## src/rtl/kh_pkg.sv

```systemverilog
package kh_pkg;
    localparam int DW        = 32;
    localparam int BLK_W     = 512;
    localparam int DIG_W     = 256;
    localparam int AW        = 6;
    localparam int MSG_WORDS = BLK_W / DW;
    localparam int RES_WORDS = DIG_W / DW;
    localparam int RSEL_W    = $clog2(RES_WORDS);

    typedef enum logic [2:0] {
        ST_IDLE, ST_CONFIG, ST_WAIT_BLOCK, ST_HASHING, ST_DONE
    } kh_state_e;

    typedef enum logic [1:0] {CL_ONE, CL_CONT, CL_PAD, CL_END} kh_close_e;

    localparam logic [AW-1:0] A_START   = 6'h00;
    localparam logic [AW-1:0] A_PURP    = 6'h01;
    localparam logic [AW-1:0] A_SLOT    = 6'h02;
    localparam logic [AW-1:0] A_CFG     = 6'h03;
    localparam logic [AW-1:0] A_LOAD    = 6'h04;
    localparam logic [AW-1:0] A_ONE     = 6'h05;
    localparam logic [AW-1:0] A_CONT    = 6'h06;
    localparam logic [AW-1:0] A_PAD     = 6'h07;
    localparam logic [AW-1:0] A_END     = 6'h08;
    localparam logic [AW-1:0] A_CLR     = 6'h09;
    localparam logic [AW-1:0] A_INV_SIG = 6'h0A;
    localparam logic [AW-1:0] A_INV_DBG = 6'h0B;
    localparam logic [AW-1:0] A_ERR     = 6'h0C;
    localparam logic [AW-1:0] A_BUSY    = 6'h0D;
    localparam logic [AW-1:0] A_MSG     = 6'h10;
    localparam logic [AW-1:0] A_RES     = 6'h20;

    localparam logic [3:0] P_ALL = 4'd5;
    localparam logic [3:0] P_DBG = 4'd6;
    localparam logic [3:0] P_SIG = 4'd7;
    localparam logic [3:0] P_SW  = 4'd8;
endpackage

```

## src/rtl/kh_cfg_check.sv

```systemverilog
module kh_cfg_check
    import kh_pkg::*;
#(
    parameter int                 NKEYS    = 6,
    parameter logic [4*NKEYS-1:0] KEY_TAGS = 24'h085678
) (
    input  logic [3:0] purpose,
    input  logic [7:0] key_sel,
    output logic       cfg_ok
);
    logic [3:0] tags [NKEYS];

    generate
        for (genvar g = 0; g < NKEYS; g++) begin : g_tag
            assign tags[g] = KEY_TAGS[4*g +: 4];
        end
    endgenerate

    always_comb begin
        logic tag_hit;
        tag_hit = 1'b0;
        for (int i = 0; i < NKEYS; i++) begin
            if (key_sel == 8'(i)) tag_hit = (tags[i] == purpose);
        end
        cfg_ok = tag_hit && (purpose inside {P_ALL, P_DBG, P_SIG, P_SW});
    end
endmodule

```

## src/rtl/kh_pad_gen.sv

```systemverilog
module kh_pad_gen
    import kh_pkg::*;
#(
    parameter int CNTW = 16
) (
    input  logic [CNTW-1:0]  blk_cnt,
    output logic [BLK_W-1:0] pad_block
);
    localparam int LEN_W = 64;
    localparam int SH    = $clog2(BLK_W);
    localparam int ZW    = BLK_W - 8 - LEN_W;

    logic [CNTW:0]      total;
    logic [LEN_W-1:0]   bit_len;

    // inner-key block counts as one extra block
    assign total     = {1'b0, blk_cnt} + {{CNTW{1'b0}}, 1'b1};
    assign bit_len   = {{(LEN_W-CNTW-1-SH){1'b0}}, total, {SH{1'b0}}};
    assign pad_block = {8'h80, {ZW{1'b0}}, bit_len};
endmodule

```

## src/rtl/kh_result_win.sv

```systemverilog
module kh_result_win
    import kh_pkg::*;
(
    input  logic [DIG_W-1:0]  result,
    input  logic [RSEL_W-1:0] sel,
    input  logic              visible,
    output logic [DW-1:0]     word
);
    logic [DW-1:0] words [RES_WORDS];

    generate
        for (genvar g = 0; g < RES_WORDS; g++) begin : g_word
            assign words[g] = result[DIG_W-1-DW*g -: DW];
        end
    endgenerate

    assign word = visible ? words[sel] : '0;
endmodule

```

## src/rtl/kh_seq.sv

```systemverilog
module kh_seq
    import kh_pkg::*;
#(
    parameter int                 NKEYS    = 6,
    parameter logic [4*NKEYS-1:0] KEY_TAGS = 24'h085678,
    parameter int                 CNTW     = 16,
    parameter int                 KW       = (NKEYS > 1) ? $clog2(NKEYS) : 1
) (
    input  logic             clk,
    input  logic             rst_n,
    input  logic             reg_we,
    input  logic [AW-1:0]    reg_addr,
    input  logic [DW-1:0]    reg_wdata,
    output logic [DW-1:0]    reg_rdata,
    output logic             eng_req,
    output logic             eng_first,
    output logic [KW-1:0]    eng_key_slot,
    output logic [BLK_W-1:0] eng_block,
    input  logic             eng_done,
    input  logic [DIG_W-1:0] eng_digest,
    output logic             sig_valid,
    output logic             dbg_valid,
    output logic [DIG_W-1:0] down_key
);
    kh_state_e        st, st_nx;
    kh_close_e        mode, close_sel;
    logic [3:0]       purpose;
    logic [7:0]       key_sel;
    logic             err, blk_full, pad_phase, last_only;
    logic [CNTW-1:0]  blk_cnt;
    logic [DIG_W-1:0] result, dkey;
    logic [BLK_W-1:0] msg, pad_block;
    logic [DW-1:0]    win_word;
    logic             cfg_ok, in_idle, in_hash;

    logic wr_start, wr_purp, wr_slot, wr_cfg, wr_load, wr_msg, wr_one, wr_cont;
    logic wr_pad, wr_end, abort, close_hit, close_ok, take_close;
    logic hash_done, need_pad, final_done, seq_err, to_sig, to_dbg;

    assign in_idle   = (st == ST_IDLE);
    assign in_hash   = (st == ST_HASHING);
    assign wr_start  = reg_we && reg_addr == A_START;
    assign wr_purp   = reg_we && reg_addr == A_PURP;
    assign wr_slot   = reg_we && reg_addr == A_SLOT;
    assign wr_cfg    = reg_we && reg_addr == A_CFG;
    assign wr_load   = reg_we && reg_addr == A_LOAD;
    assign wr_msg    = reg_we && reg_addr[AW-1:4] == A_MSG[AW-1:4];
    assign wr_one    = reg_we && reg_addr == A_ONE;
    assign wr_cont   = reg_we && reg_addr == A_CONT;
    assign wr_pad    = reg_we && reg_addr == A_PAD;
    assign wr_end    = reg_we && reg_addr == A_END;
    assign abort     = reg_we && reg_addr == A_CLR && reg_wdata == 32'd2;
    assign close_hit = wr_one || wr_cont || wr_pad || wr_end;
    assign close_sel = wr_one ? CL_ONE : wr_cont ? CL_CONT : wr_pad ? CL_PAD : CL_END;
    assign close_ok  = (st == ST_WAIT_BLOCK) && blk_full && (!last_only || wr_one);
    assign take_close = close_hit && close_ok && !abort;

    assign hash_done  = in_hash && eng_done;
    assign need_pad   = hash_done && mode == CL_END && !pad_phase;
    assign final_done = hash_done && (mode == CL_ONE || (mode == CL_END && pad_phase));

    assign seq_err = (wr_start && !in_idle)
                  || ((wr_purp || wr_slot || wr_cfg) && st != ST_CONFIG)
                  || ((wr_msg || wr_load) && st != ST_WAIT_BLOCK)
                  || (close_hit && !close_ok);

    assign to_sig = (purpose == P_SIG) || (purpose == P_ALL);
    assign to_dbg = (purpose == P_DBG) || (purpose == P_ALL);

    kh_cfg_check #(.NKEYS(NKEYS), .KEY_TAGS(KEY_TAGS)) u_cfg (
        .purpose(purpose), .key_sel(key_sel), .cfg_ok(cfg_ok)
    );

    kh_pad_gen #(.CNTW(CNTW)) u_pad (.blk_cnt(blk_cnt), .pad_block(pad_block));

    kh_result_win u_win (
        .result(result), .sel(reg_addr[RSEL_W-1:0]),
        .visible(st == ST_DONE && purpose == P_SW), .word(win_word)
    );

    // next-state logic
    always_comb begin
        st_nx = st;
        unique case (st)
            ST_IDLE:       if (wr_start) st_nx = ST_CONFIG;
            ST_CONFIG:     if (wr_cfg) st_nx = cfg_ok ? ST_WAIT_BLOCK : ST_IDLE;
            ST_WAIT_BLOCK: if (take_close) st_nx = ST_HASHING;
            ST_HASHING:    if (final_done) st_nx = ST_DONE;
                           else if (hash_done && !need_pad) st_nx = ST_WAIT_BLOCK;
            ST_DONE:       st_nx = ST_DONE;
        endcase
        if (abort) st_nx = ST_IDLE;
    end

    // state register
    always_ff @(posedge clk or negedge rst_n) begin
        if (!rst_n) st <= ST_IDLE;
        else        st <= st_nx;
    end

    // datapath and outputs
    always_ff @(posedge clk or negedge rst_n) begin
        if (!rst_n) begin
            mode <= CL_ONE;    purpose <= '0;  key_sel <= '0;   err <= 1'b0;
            blk_full <= 1'b0;  pad_phase <= 1'b0; last_only <= 1'b0;
            blk_cnt <= '0;     result <= '0;   dkey <= '0;      msg <= '0;
            eng_req <= 1'b0;   sig_valid <= 1'b0; dbg_valid <= 1'b0;
        end else begin
            eng_req <= (take_close || need_pad) && !abort;
            if (wr_start && in_idle) err <= 1'b0;
            if (wr_purp && st == ST_CONFIG) purpose <= reg_wdata[3:0];
            if (wr_slot && st == ST_CONFIG) key_sel <= reg_wdata[7:0];
            if (wr_cfg && st == ST_CONFIG) begin
                err <= !cfg_ok;
                blk_cnt <= '0; blk_full <= 1'b0; pad_phase <= 1'b0; last_only <= 1'b0;
            end
            if (seq_err) err <= 1'b1;
            if (wr_msg && st == ST_WAIT_BLOCK)
                msg[BLK_W-1-DW*int'(reg_addr[3:0]) -: DW] <= reg_wdata;
            if (wr_load && st == ST_WAIT_BLOCK) blk_full <= 1'b1;
            if (take_close) begin
                mode <= close_sel;
                last_only <= 1'b0;
            end
            if (hash_done && !pad_phase) begin
                blk_cnt  <= blk_cnt + 1'b1;
                blk_full <= 1'b0;
                if (mode == CL_PAD) last_only <= 1'b1;
            end
            if (need_pad) pad_phase <= 1'b1;
            if (final_done && !abort) begin
                result <= (purpose == P_SW) ? eng_digest : '0;
                dkey   <= eng_digest;
                if (to_sig) sig_valid <= 1'b1;
                if (to_dbg) dbg_valid <= 1'b1;
            end
            if (reg_we && reg_addr == A_INV_SIG) sig_valid <= 1'b0;
            if (reg_we && reg_addr == A_INV_DBG) dbg_valid <= 1'b0;
            if (abort) begin
                result <= '0; blk_full <= 1'b0; pad_phase <= 1'b0;
                last_only <= 1'b0; blk_cnt <= '0;
            end
        end
    end

    assign eng_first    = (blk_cnt == '0) && !pad_phase;
    assign eng_key_slot = key_sel[KW-1:0];
    assign eng_block    = pad_phase ? pad_block : msg;
    assign down_key     = (sig_valid || dbg_valid) ? dkey : '0;

    always_comb begin
        if (reg_addr == A_ERR)                          reg_rdata = {{(DW-1){1'b0}}, err};
        else if (reg_addr == A_BUSY)                    reg_rdata = {{(DW-1){1'b0}}, in_hash};
        else if (reg_addr[AW-1:RSEL_W] == A_RES[AW-1:RSEL_W]) reg_rdata = win_word;
        else                                            reg_rdata = '0;
    end
endmodule

```

## config.mk

```make
export PLATFORM = sky130hd
export DESIGN_NAME = kh_seq
export DESIGN_NICKNAME = d
export VERILOG_FILES = /design/src/rtl/kh_pkg.sv /design/src/rtl/kh_cfg_check.sv /design/src/rtl/kh_pad_gen.sv /design/src/rtl/kh_result_win.sv /design/src/rtl/kh_seq.sv
export SDC_FILE = /design/constraint.sdc
export NUM_CORES = 2
export LEC_CHECK = 0
export CORE_AREA = 2 2 425 427
export CTS_CLUSTER_SIZE = 10
export DETAILED_ROUTE_END_ITERATION = 16
export DIE_AREA = 0 0 427 429
export GPL_TIMING_DRIVEN = 0
export MAX_ROUTING_LAYER = met4
export PLACE_DENSITY = 0.58
export SLEW_MARGIN = 15
export SYNTH_ARGS = -nofsm -noshare
export SYNTH_HDL_FRONTEND = slang
export SYNTH_SLANG_ARGS = --single-unit
```

## constraint.sdc

```tcl
create_clock -name clk -period 7.28 [get_ports clk]
set_input_delay 1.82 -clock clk [delete_from_list [all_inputs] [get_ports clk]]
set_output_delay 1.82 -clock clk [all_outputs]
set_load 0.05 [all_outputs]
```

==> results by group <==
Setup path
  – Crit path DAT: 5.31 ns
  – Critical Path End Type: output port
  – Crit path buffers/inverters: 5
  – CP Class: primary input to output port
  – CP max stage cell: clkdlybuf4s50_1
  – Critical path cell sequence: clkdlybuf4s50_1 -> clkbuf_1 -> clkdlybuf4s15_2 -> clkdlybuf4s15_2 -> mux2i_1 -> nor2_1 -> clkdlybuf4s50_1
  – Top delay family on crit path: buffers and inverters
  – Req. time, crit path: 5.46 ns
  – CP Max Fanout: 10
  – CP Launch Type: primary input
  – Crit path largest cell delay: 0.91 ns

Clock tree
  – Clock-pin slew on the worst setup and hold paths: about 0.050 ns
  – H-tree depth: 4
  – Clk_lat worst skew: around 0.8 ns
  – Max Root-Sink Buffers: 3
  – CTS Sinks: approximately 1,100
  – Num CTS Buffers: between 100 and 150
  – Root Driver: clkbuf_16
  – CTS tree: done
  – Postcts setup bufs: 0

Finish
  – Area grow syn2layout: 38.57%
  – Final Net Count: a little over 5,000
  – Most frequent cells in the layout: clkdlybuf4s50_1, dfrtp_1, mux2_2, nor2b_1, a22o_1
  – Finished Layout Cells: roughly 7,200
  – Most common cell after layout, fill and taps aside: clkdlybuf4s50_1
  – Layout cell share with drive strength beyond 1: 0.2312

Power and ir drop
  – Leakage: roughly 30 nW
  – P_sw: about 10 mW
  – Gate power share: 0.429
  – Peak supply drop: ~0.31 mV
  – Int Pwr: roughly 14 mW
  – Pwr/cell area: roughly 370 mW/mm^2
  – Clock power share: 0.260
  – Switching share of power: 0.4164
  – Seq pwr share: 0.311

Floorplanning
  – I/O pin cnt: roughly 1,100
  – Core footprint: 0.1780 sq mm
  – Initial cell density of the core: 0.2652
  – # rows: about 160
  – Die span in x: between 400 and 500 um
  – DIE HEIGHT: 429 um
  – Die area: between 0.15 and 0.2 sq mm

Global route
  – GRT Total Usage: 0.2305
  – Vias in the first global route: about 36,000
  – Remaining Overflow, GRT: 0
  – Initial antenna violation count: 17
  – First-pass GRT wire length: about 290,000 um
  – Largest net degree at the start of global routing: 153

Detailed routing
  – Vias: roughly 34,000
  – # DRC: 0
  – Antenna Nets Post-Route: 0
  – First-pass DRT Iterations: 5
  – Post-DR wirelength/cell: around 29 um
  – Drt first-iter violations: between 1,500 and 2,000
  – Via density per instance: 4.748
  – WL final: roughly 210,000 um

STA
  – Final hold vios: 0
  – Final Skew: approximately 0.023 ns
  – Least-Margin Pin Slew: around 1.1 ns
  – Endpoints failing setup: 0
  – Slew headroom: 0.2425
  – RSZ-0062 raised after global routing: no
  – Fmax: ~140 MHz
  – Final min period: 7.126 ns
  – Slew Limit Fails: 0
  – Final hold slack: 0.4942 ns
  – Fin crit share: 0.9788

Place
  – Routability Congestion: about 0.88
  – Number of buffers added on ports: roughly 1,100
  – Final HPWL DP: approximately 160,000 um
  – Placed Instances: between 7,000 and 8,000

Synth
  – Async SR Flop Fraction: 1.000
  – Post-synthesis register bit count: 1,064
  – Avg Cell Area, Syn: around 13 sq um
  – Cell count after synthesis: 3,555
  – Mapped cell area: between 0.04 and 0.05 sq mm
  – Cell variety after synth: 57
  – Top FF cell, synth: dfrtp_1
  – Seq/Total Area, Yosys: 0.5638
  – EDFF count, synth: 0
  – Synth warn: 0
  – Syn nets: 3,855

Flow run
  – # Max-Cap Violations: 0

Worst hold path
  – HP Class: flop to flop

Status
  – Status: complete, no violations
## metal layers
metal  wire (um)  up-vias  GRT usage
met5           0        -          -
met4        6952        0    0.07412
met3       10510      270    0.04580
met2      114100     1089     0.4240
met1       77340    18067     0.2446
li1            -    14905          -
## registers in the layout (all words and copies together), names as in the netlist
| register | count |
|---|---|
| msg | 512 |
| dkey | 256 |
| result | 256 |
| blk_cnt | 16 |
| key_sel | 8 |
| purpose | 4 |
| st | 3 |
| mode | 2 |
| blk_full | 1 |
| dbg_valid | 1 |
| eng_req | 1 |
| err | 1 |
| last_only | 1 |
| pad_phase | 1 |
| sig_valid | 1 |
## power groups by stage
stage	logic (mW)	clock network, mW	registers (mW)
after floorplan	6.58	0	7.44
after global placement	10.4	0	7.68
after detailed placement	10.5	0	7.62
after CTS	10.5	6.44	7.53
after global routing	10.8	6.68	7.67
final	10.4	6.30	7.53
## cells in the mapped netlist (all sizes together), types with 3 or more instances
library cell,instances,area share
a21oi,25,0.0026
a22o,258,0.048
a31oi,13,0.0017
and3,10,0.0013
and3b,3,0.00056
buf,116,0.015
clkbuf,183,0.015
dfrtp,1064,0.56
inv,10,0.00079
mux2,781,0.19
mux2i,33,0.0070
mux4,64,0.031
nand2,39,0.0031
nand2b,4,0.00053
nand3,18,0.0019
nand4,4,0.00053
nor2,73,0.0058
nor2b,760,0.10
nor3,9,0.00095
nor4,14,0.0022
nor4b,4,0.0010
o21ai,17,0.0018
or3,6,0.00079
xnor2,10,0.0019
xor2,6,0.0011
## kinds of logic (layout without fill, tap and decap cells)
kind of cell,after synthesis,after routing,share of synthesized area
AOI/OAI and AO/OA,332,332,0.05747
xor gates and xnor gates,16,16,0.002968
adders and majority gates,2,2,0.0005298
buffers and inverters,309,1615,0.03036
DFF,1064,1064,0.5638
muxes,878,878,0.2238
other,0,14,0
and+or+nand+nor,954,954,0.1211
## through the flow
stage | cell area [sq um] | setup TNS [ns] | util | setup slack (ns) | total power, mW
after floorplan | 47220 | 0 | - | 1.661 | 14.02
after global placement | 61150 | - | 0.3435 | -45.94 | 18.12
after detailed placement | 61370 | -6.170 | 0.3447 | -0.4462 | 18.12
after CTS | 65400 | 0 | 0.3673 | 0.02840 | 24.51
after global routing | 65430 | 0 | 0.3675 | 0.03939 | 25.20
final | 65430 | 0 | 0.3675 | 0.1544 | 24.23
## timing repair
item | CTS | global route
setup endpoints to repair | 30 | 2
hold buffers | 0 | 0
resized for setup | 5 | 4
## cell type report
cell class / instances / area, sq um
fill: 17429 / 112600
sequential: 1064 / 26630
multi-input combinational: 2182 / 19160
timing repair buffer: 1104 / 11190
clock buffer: 173 / 3684
tap: 2355 / 2947
buffer: 299 / 1423
clock inverter: 29 / 327.8
inverter: 10 / 37.54
antenna: 14 / 35.03
## final timing paths
check	endpoint	cells past startpoint	slack (ns)	start
hold reg to reg	msg[2]	1	0.49	msg[2]
min in group asynchronous	dkey[207]	1	1.01	rst_n
max in group asynchronous	msg[156]	3	4.27	rst_n
setup / recovery	reg_rdata[9]	7	0.15	reg_addr[2]
setup reg to reg	dkey[224]	9	3.57	pad_phase
hold / removal	msg[2]	1	0.49	msg[2]
Note: power is estimated with default switching activity, not from simulation.
